==> config.mk <==
export PLATFORM = sky130hd
export DESIGN_NAME = regacc_engine
export DESIGN_NICKNAME = d
export VERILOG_FILES = /design/src/rtl/regacc_pkg.sv /design/src/rtl/regacc_decode.sv /design/src/rtl/regacc_regfile.sv /design/src/rtl/regacc_engine.sv
export SDC_FILE = /design/constraint.sdc
export NUM_CORES = 1
export LEC_CHECK = 0
export ABC_AREA = 1
export CELL_PAD_IN_SITES_DETAIL_PLACEMENT = 1
export CELL_PAD_IN_SITES_GLOBAL_PLACEMENT = 1
export CORE_MARGIN = 2
export CORE_UTILIZATION = 38
export DETAILED_ROUTE_END_ITERATION = 10
export PLACE_DENSITY = 0.77
export SLEW_MARGIN = 20
export SYNTH_ARGS = -nofsm -noshare
export SYNTH_HDL_FRONTEND = slang
export SYNTH_SLANG_ARGS = --single-unit
==> constraint.sdc <==
create_clock -name clk -period 3.1 [get_ports clk]
set_input_delay 0.465 -clock clk [delete_from_list [all_inputs] [get_ports clk]]
set_output_delay 0.465 -clock clk [all_outputs]
set_load 0.005 [all_outputs]
==> src/rtl/regacc_pkg.sv <==
package regacc_pkg;

  localparam logic [7:0] PWR_MSG = 8'hFF;
  localparam logic [3:0] SUB_WR  = 4'd0;
  localparam logic [3:0] SUB_RD  = 4'd1;
  localparam logic [3:0] SUB_RMW = 4'd2;

  typedef enum logic [0:0] {ST_IDLE = 1'b0, ST_RUN = 1'b1} eng_state_e;

  // Number of entries implied by sub-command and size; 0 means malformed.
  function automatic logic [7:0] entry_count(logic [3:0] sub, logic [7:0] size, int max_ent);
    logic [7:0] n;
    n = 8'd0;
    if (sub == SUB_RD) begin
      if (size != 8'd0 && !size[0] && size <= 8'(2 * max_ent)) n = size >> 1;
    end else if (sub == SUB_WR) begin
      if (size != 8'd0 && (size % 8'd3) == 8'd0 && size <= 8'(3 * max_ent)) n = size / 8'd3;
    end else if (sub == SUB_RMW) begin
      if (size == 8'd4) n = 8'd1;
    end
    return n;
  endfunction

  // Bits with mask 1 take the new value, the others keep the old.
  function automatic logic [7:0] masked_merge(logic [7:0] old_v, logic [7:0] new_v, logic [7:0] mask);
    return (old_v & ~mask) | (new_v & mask);
  endfunction

endpackage

==> src/rtl/regacc_decode.sv <==
module regacc_decode
  import regacc_pkg::*;
#(
  parameter int MAX_ENT   = 5,
  parameter int REG_COUNT = 32,
  localparam int CW       = $clog2(MAX_ENT + 1)
) (
  input  logic [7:0]             cmd,
  input  logic [3:0]             sub,
  input  logic [7:0]             size,
  input  logic [16*MAX_ENT-1:0]  addr_bytes,
  output logic                   ok,
  output logic [CW-1:0]          count
);

  logic [7:0]         raw_cnt;
  logic [MAX_ENT-1:0] addr_bad;

  assign raw_cnt = entry_count(sub, size, MAX_ENT);
  assign count   = CW'(raw_cnt);

  for (genvar k = 0; k < MAX_ENT; k++) begin : g_addr
    logic [15:0] a;
    assign a           = addr_bytes[16*k +: 16];
    assign addr_bad[k] = (8'(k) < raw_cnt) && (32'(a) >= REG_COUNT);
  end

  assign ok = (cmd == PWR_MSG) && (raw_cnt != 8'd0) && (addr_bad == '0);

endmodule

==> src/rtl/regacc_regfile.sv <==
module regacc_regfile #(
  parameter int REG_COUNT = 32,
  localparam int AW       = $clog2(REG_COUNT)
) (
  input  logic          clk,
  input  logic          rst_n,
  input  logic          we,
  input  logic [AW-1:0] waddr,
  input  logic [7:0]    wdata,
  input  logic [AW-1:0] raddr,
  output logic [7:0]    rdata
);

  logic [7:0] mem [REG_COUNT];

  for (genvar i = 0; i < REG_COUNT; i++) begin : g_reg
    always_ff @(posedge clk) begin
      if (!rst_n)                          mem[i] <= 8'd0;
      else if (we && waddr == AW'(i))      mem[i] <= wdata;
    end


    reg_hold_chk: assert property (@(posedge clk) disable iff (!rst_n)
      !(we && waddr == AW'(i)) |=> $stable(mem[i]));
  end

  assign rdata = mem[raddr];


  write_lands_chk: assert property (@(posedge clk) disable iff (!rst_n)
    we |=> mem[$past(waddr)] == $past(wdata));

endmodule

==> src/rtl/regacc_engine.sv <==
module regacc_engine
  import regacc_pkg::*;
#(
  parameter int BUF_BYTES = 16,
  parameter int MAX_ENT   = 5,
  parameter int REG_COUNT = 32,
  localparam int CW       = $clog2(MAX_ENT + 1),
  localparam int AW       = $clog2(REG_COUNT),
  localparam int BW       = $clog2(BUF_BYTES)
) (
  input  logic                   clk,
  input  logic                   rst_n,
  input  logic                   req_valid,
  input  logic [7:0]             req_cmd,
  input  logic [3:0]             req_sub,
  input  logic [7:0]             req_size,
  input  logic [8*BUF_BYTES-1:0] req_data,
  output logic                   busy,
  output logic                   done,
  output logic                   err,
  output logic [8*BUF_BYTES-1:0] rsp_data
);

  eng_state_e                  state;
  logic [BUF_BYTES-1:0][7:0]   buf_q;
  logic [BUF_BYTES-1:0][7:0]   rsp_q;
  logic [3:0]                  sub_q;
  logic [CW-1:0]               cnt_q;
  logic [CW-1:0]               idx;

  logic                        dec_ok;
  logic [CW-1:0]               dec_cnt;
  logic                        accept;
  logic                        last_entry;
  logic [BW-1:0]               a_lo, a_hi, wpos;
  logic                        rf_we;
  logic [AW-1:0]               rf_addr;
  logic [7:0]                  rf_rdata, rf_wdata;

  regacc_decode #(.MAX_ENT(MAX_ENT), .REG_COUNT(REG_COUNT)) u_dec (
    .cmd        (req_cmd),
    .sub        (req_sub),
    .size       (req_size),
    .addr_bytes (req_data[16*MAX_ENT-1:0]),
    .ok         (dec_ok),
    .count      (dec_cnt)
  );

  assign accept     = req_valid && (state == ST_IDLE);
  assign busy       = (state == ST_RUN);
  assign last_entry = (idx == cnt_q - CW'(1));

  assign a_lo    = BW'({idx, 1'b0});
  assign a_hi    = a_lo + BW'(1);
  assign wpos    = BW'({cnt_q, 1'b0}) + BW'(idx);
  assign rf_addr = AW'({buf_q[a_hi], buf_q[a_lo]});

  assign rf_we    = busy && (sub_q != SUB_RD);
  assign rf_wdata = (sub_q == SUB_RMW) ? masked_merge(rf_rdata, buf_q[2], buf_q[3])
                                       : buf_q[wpos];

  regacc_regfile #(.REG_COUNT(REG_COUNT)) u_rf (
    .clk   (clk),
    .rst_n (rst_n),
    .we    (rf_we),
    .waddr (rf_addr),
    .wdata (rf_wdata),
    .raddr (rf_addr),
    .rdata (rf_rdata)
  );

  always_ff @(posedge clk) begin
    if (!rst_n) begin
      state <= ST_IDLE;
      buf_q <= '0;
      rsp_q <= '0;
      sub_q <= '0;
      cnt_q <= '0;
      idx   <= '0;
      done  <= 1'b0;
      err   <= 1'b0;
    end else begin
      done <= 1'b0;
      case (state)
        ST_IDLE: begin
          if (accept) begin
            buf_q <= req_data;
            sub_q <= req_sub;
            cnt_q <= dec_cnt;
            idx   <= '0;
            rsp_q <= '0;
            if (dec_ok) begin
              state <= ST_RUN;
              err   <= 1'b0;
            end else begin
              done  <= 1'b1;
              err   <= 1'b1;
            end
          end
        end
        ST_RUN: begin
          if (sub_q == SUB_RD)  rsp_q[idx] <= rf_rdata;
          if (sub_q == SUB_RMW) rsp_q[0]   <= rf_wdata;
          if (last_entry) begin
            state <= ST_IDLE;
            done  <= 1'b1;
          end else begin
            idx <= idx + CW'(1);
          end
        end
        default: state <= ST_IDLE;
      endcase
    end
  end

  assign rsp_data = rsp_q;


  bad_cmd_done_chk: assert property (@(posedge clk) disable iff (!rst_n)
    accept && !dec_ok |=> done && err && !busy);


  good_cmd_run_chk: assert property (@(posedge clk) disable iff (!rst_n)
    accept && dec_ok |=> busy && !done && !err);


  done_pulse_chk: assert property (@(posedge clk) disable iff (!rst_n)
    done |=> !done);


  idx_range_chk: assert property (@(posedge clk) disable iff (!rst_n)
    busy |-> (idx < cnt_q));


  busy_ignore_chk: assert property (@(posedge clk) disable iff (!rst_n)
    busy |=> $stable(buf_q) && $stable(sub_q) && $stable(cnt_q));

endmodule

==> out/qor.log <==
qor: floorplan.core 0.05639 mm²
qor: timing.setup_viol 320
qor: timing.finalCritPeriodShare 1.145
qor: synthesis.ys_async_sr_fraction 0
qor: power.power.net_switching 4.281 mW
qor: floorplan.die-area 0.05893 mm²
qor: synthesis.synth_edf_count 256
qor: detailed_routing.drt_pass1_iterations 6
qor: floorplan.die_height 242.8 µm
qor: timing.finClkSkew 32.16 ps
qor: synthesis.post-synth-top-area-cell sky130_fd_sc_hd__edfxtp_1
qor: grt.grt.overflow.total 0
qor: power.power_frac_clock 0.397
qor: grt.antenna_violations_before_repair 5
qor: power.cell_internal_pwr 11.27 mW
qor: min_path.timing.hold.worst_path_depth 3
qor: min_path.min_path_type input port to flop
qor: cells_and_area.filler_cell_count_in_the_final_layout 6524
qor: worst_setup_path.setup.reg_to_reg.worst_slack -450 ps
qor: worst_setup_path.worst-endpoint-arrival 3900 ps
qor: synthesis.synth_area_leaders sky130_fd_sc_hd__edfxtp_1 (35%), sky130_fd_sc_hd__dfxtp_1 (19%), sky130_fd_sc_hd__nor2_1 (10%), sky130_fd_sc_hd__nand2_1 (5.5%), sky130_fd_sc_hd__nand3_1 (4.7%)
qor: timing.fmax 0.2817 GHz
qor: status.failing_checks negative setup slack
qor: place.place_hpwl 55.14 mm
qor: power.power_per_cell_area 538.2 mW/mm²
qor: flow_run.maxCapViolations 0
qor: min_path.worst_min_delay_path_startpoint rst_n
qor: detailed_routing.drt-vias-per-instance 5.594
qor: timing.timing.final.crit_period 3550 ps
qor: worst_setup_path.critical_path.startpoint_type flop
qor: cells_and_area.multiInputGateArea 0.009022 mm²
qor: timing.timing.hold.ws 361.6 ps
qor: worst_setup_path.cp_max_fo 16
qor: status.status complete, but fails checks
qor: worst_setup_path.endpoint_kind flop
qor: detailed_routing.antenna_violating_nets_post_route 0
qor: min_path.timing.hold.worst_endpoint buf_q[25]
qor: timing.final_max_slew_viol_count 0
qor: worst_setup_path.cp.required 3450 ps
qor: synthesis.synthCells 2506
qor: cells_and_area.area_delta_synth_final 33.39%
qor: clocking.cts_tree yes
qor: floorplan.boundaryPins 282
qor: detailed_routing.vias 20620
qor: cells_and_area.finish.net_count 3041
qor: detailed_routing.route.detailed.drc 0
qor: timing.worst_slew_margin_rel 0.4120
qor: timing.worstMarginPinSlew 880.9 ps
qor: worst_setup_path.crit-reg2reg-capture u_rf.mem[23][7]
qor: grt.grtUsageTotal 0.2655
qor: worst_setup_path.reg2regPathDepth 20
qor: timing.grt_setup_unrepaired yes
qor: floorplan.core.rowCount 87
qor: clocking.cts_max_path_buffers 3
qor: clocking.cts_htree_levels 2
qor: detailed_routing.routed_wire_length 84.18 mm
qor: clocking.cts_sinks 461
qor: clocking.cts-buffers-inserted 51
qor: power.sequential_share_of_power 0.437
qor: place.port_buffers 217
qor: synthesis.ys_ff_latch 461
qor: synthesis.yosysSeqAreaShare 0.5443
qor: power.irDropWorstVdd 0.0004201 V
qor: worst_setup_path.worst-setup-path-type flop to flop
qor: power.power.share.combinational 0.165
qor: synthesis.yosys_warnings 0
qor: clocking.clock_latency 620 ps
qor: grt.grt_max_degree 145
qor: power.sw_frac_of_total 0.2753
qor: place.routabilityCongestion 0.8663
qor: floorplan.die_w 242.8 µm
qor: detailed_routing.wl_per_cell 22.84 µm
qor: synthesis.synth_cell_type_count 54
qor: grt.first_global_vias 20934
qor: clocking.clk_pin_slew 60 ps
qor: power.static-leakage-power 10.89 nW
qor: timing.hold_viol 0
qor: place.dp_worst_setup_slack -887.1 ps
qor: timing.timing.setup.tns -101110 ps
qor: synthesis.dominantRegCellSynth sky130_fd_sc_hd__edfxtp_1
qor: timing.worst_slack -449.7 ps
qor: floorplan.initial_core_util 0.3842
qor: cells_and_area.seqCellArea 0.01180 mm²
qor: grt.grt_first_pass_wirelength 122.2 mm
qor: synthesis.synth_area 0.02166 mm²
qor: detailed_routing.detail_route.iter0.violations 2059
qor: synthesis.postSynthAreaPerCell 8.645 µm²
qor: cells_and_area.drive_above_1_share 0.1760
qor: worst_setup_path.worst_r2r_startpoint idx[0]
qor: synthesis.synth_top_area_share 0.3549
qor: clocking.cts-root-buf sky130_fd_sc_hd__clkbuf_16
power by group through the flow:
stage               Combinational, mW  Clock, mW  Sequential (mW)
CTS                              2.31       6.19             6.79
floorplan                        1.12          0             6.87
global route                     2.70       6.47             6.82
global placement                 2.09          0             6.90
detailed placement               2.15          0             6.92
finish                           2.57       6.18             6.80
area by class of cell:
| cell class | instances | area share |
|---|---|---|
| flip-flops and latches | 461 | 0.4084 |
| multi-input cells | 1805 | 0.3122 |
| repair buffers | 498 | 0.1787 |
| clock buffers | 69 | 0.05087 |
| well taps | 756 | 0.03273 |
| inverters | 67 | 0.009179 |
| clock inverters | 26 | 0.007534 |
| diodes | 4 | 0.0003464 |
synthesized netlist by cell type (8+ instances only):
library cell and count:
sky130_fd_sc_hd__a21boi_0 18, sky130_fd_sc_hd__a21oi_1 111, sky130_fd_sc_hd__a22oi_1 58, sky130_fd_sc_hd__a31oi_1 51, sky130_fd_sc_hd__buf_1 8, sky130_fd_sc_hd__buf_2 42
sky130_fd_sc_hd__buf_4 83, sky130_fd_sc_hd__buf_6 10, sky130_fd_sc_hd__clkbuf_1 93, sky130_fd_sc_hd__dfxtp_1 205, sky130_fd_sc_hd__edfxtp_1 256, sky130_fd_sc_hd__inv_1 56
sky130_fd_sc_hd__inv_2 8, sky130_fd_sc_hd__nand2_1 315, sky130_fd_sc_hd__nand2_2 15, sky130_fd_sc_hd__nand3_1 204, sky130_fd_sc_hd__nand3_2 9, sky130_fd_sc_hd__nor2_1 605
sky130_fd_sc_hd__nor2_2 12, sky130_fd_sc_hd__nor3_1 24, sky130_fd_sc_hd__nor4_1 18, sky130_fd_sc_hd__o211ai_1 11, sky130_fd_sc_hd__o21ai_0 188, sky130_fd_sc_hd__o21ai_1 8
sky130_fd_sc_hd__o22ai_1 26
worst max path at each step:
stage	from	end	slack, ps	depth (start not counted)
after floorplan	req_size[6]	done	8	30
after global placement	req_size[7]	done	-710	30
after detailed placement	req_size[7]	err	-890	32
after CTS	idx[0]	u_rf.mem[6][1]	-330	19
after global routing	idx[2]	u_rf.mem[12][5]	-570	21
final	idx[0]	u_rf.mem[23][7]	-450	20
sequential cells by signal, indices dropped and copies added, names as in the netlist:
register,cells
u_rf.mem,256
buf_q,128
rsp_data,64
sub_q,4
cnt_q,3
idx,3
busy,1
done,1
err,1
layer usage:
metal / GRT usage / up-vias / wire length [µm] / part of all wire
met2: 0.4495 / 915 / 40750 / 0.48
met5: 0 / - / 11 / 0.00013
met1: 0.3421 / 10212 / 33830 / 0.40
li1: - / 9281 / - / -
met4: 0.1102 / 2 / 3409 / 0.040
met3: 0.03505 / 210 / 6180 / 0.073
cell families (layout without fill, tap and decap cells):
kind of cell	Yosys count	count (layout)	synth area share
AO/OA/AOI/OAI	502	502	0.1373
XOR/XNOR	4	4	0.001617
adder cells (fa/ha/maj)	6	6	0.003812
buffers and inverters	303	660	0.07289
flip-flops	461	461	0.5443
multiplexers	6	6	0.002772
other	1	68	0.0001731
AND/OR/NAND/NOR	1223	1223	0.2371
critical path, cell delays in order (launching register included):
cell and delay [ps]:
sky130_fd_sc_hd__dfxtp_4 390, sky130_fd_sc_hd__buf_12 160, sky130_fd_sc_hd__buf_4 150, sky130_fd_sc_hd__nand2_1 80, sky130_fd_sc_hd__nand3_2 120, sky130_fd_sc_hd__nand4_4 140, sky130_fd_sc_hd__inv_4 110, sky130_fd_sc_hd__nor2_4 40
sky130_fd_sc_hd__buf_12 160, sky130_fd_sc_hd__buf_12 170, sky130_fd_sc_hd__a22oi_2 220, sky130_fd_sc_hd__a31oi_4 160, sky130_fd_sc_hd__nor3_2 210, sky130_fd_sc_hd__buf_4 150, sky130_fd_sc_hd__a22oi_2 90, sky130_fd_sc_hd__o21ai_2 170
sky130_fd_sc_hd__a21boi_4 240, sky130_fd_sc_hd__buf_12 150, sky130_fd_sc_hd__buf_12 100, sky130_fd_sc_hd__buf_16 160, sky130_fd_sc_hd__nor2_1 70
cells in the final DEF, fill, tap and decap left out, drive strengths merged, types with 76 or more instances in the layout:
cell type	n
nor2	620
buf	274
o21ai	201
a21oi	112
clkbuf	76
dfxtp	205
nand3	213
clkdlybuf4s50	212
edfxtp	256
nand2	330
per-stage QoR:
step / std cells / cell area, µm² / util / total power [mW]
2_1_floorplan: 2569 / 21930 / - / 7.993
3_3_place_gp: 3557 / 26210 / 0.4649 / 8.988
3_5_place_dp: 3557 / 26210 / 0.4649 / 9.064
4_1_cts: 3664 / 28340 / 0.5026 / 15.30
5_1_grt: 3686 / 28900 / 0.5125 / 15.99
6_report: 3686 / 28900 / 0.5125 / 15.55
timing repair:
| item | 4_1_cts | 5_1_grt |
|---|---|---|
| pin swaps | 10 | 12 |
| cloned | 4 | 9 |
| gates resized for setup | 65 | 60 |
| buffers inserted | 8 | 9 |
| setup endpoints to repair | 467 | 350 |
| hold buffers | 0 | 0 |
Note: power is estimated with default switching activity, not from simulation.
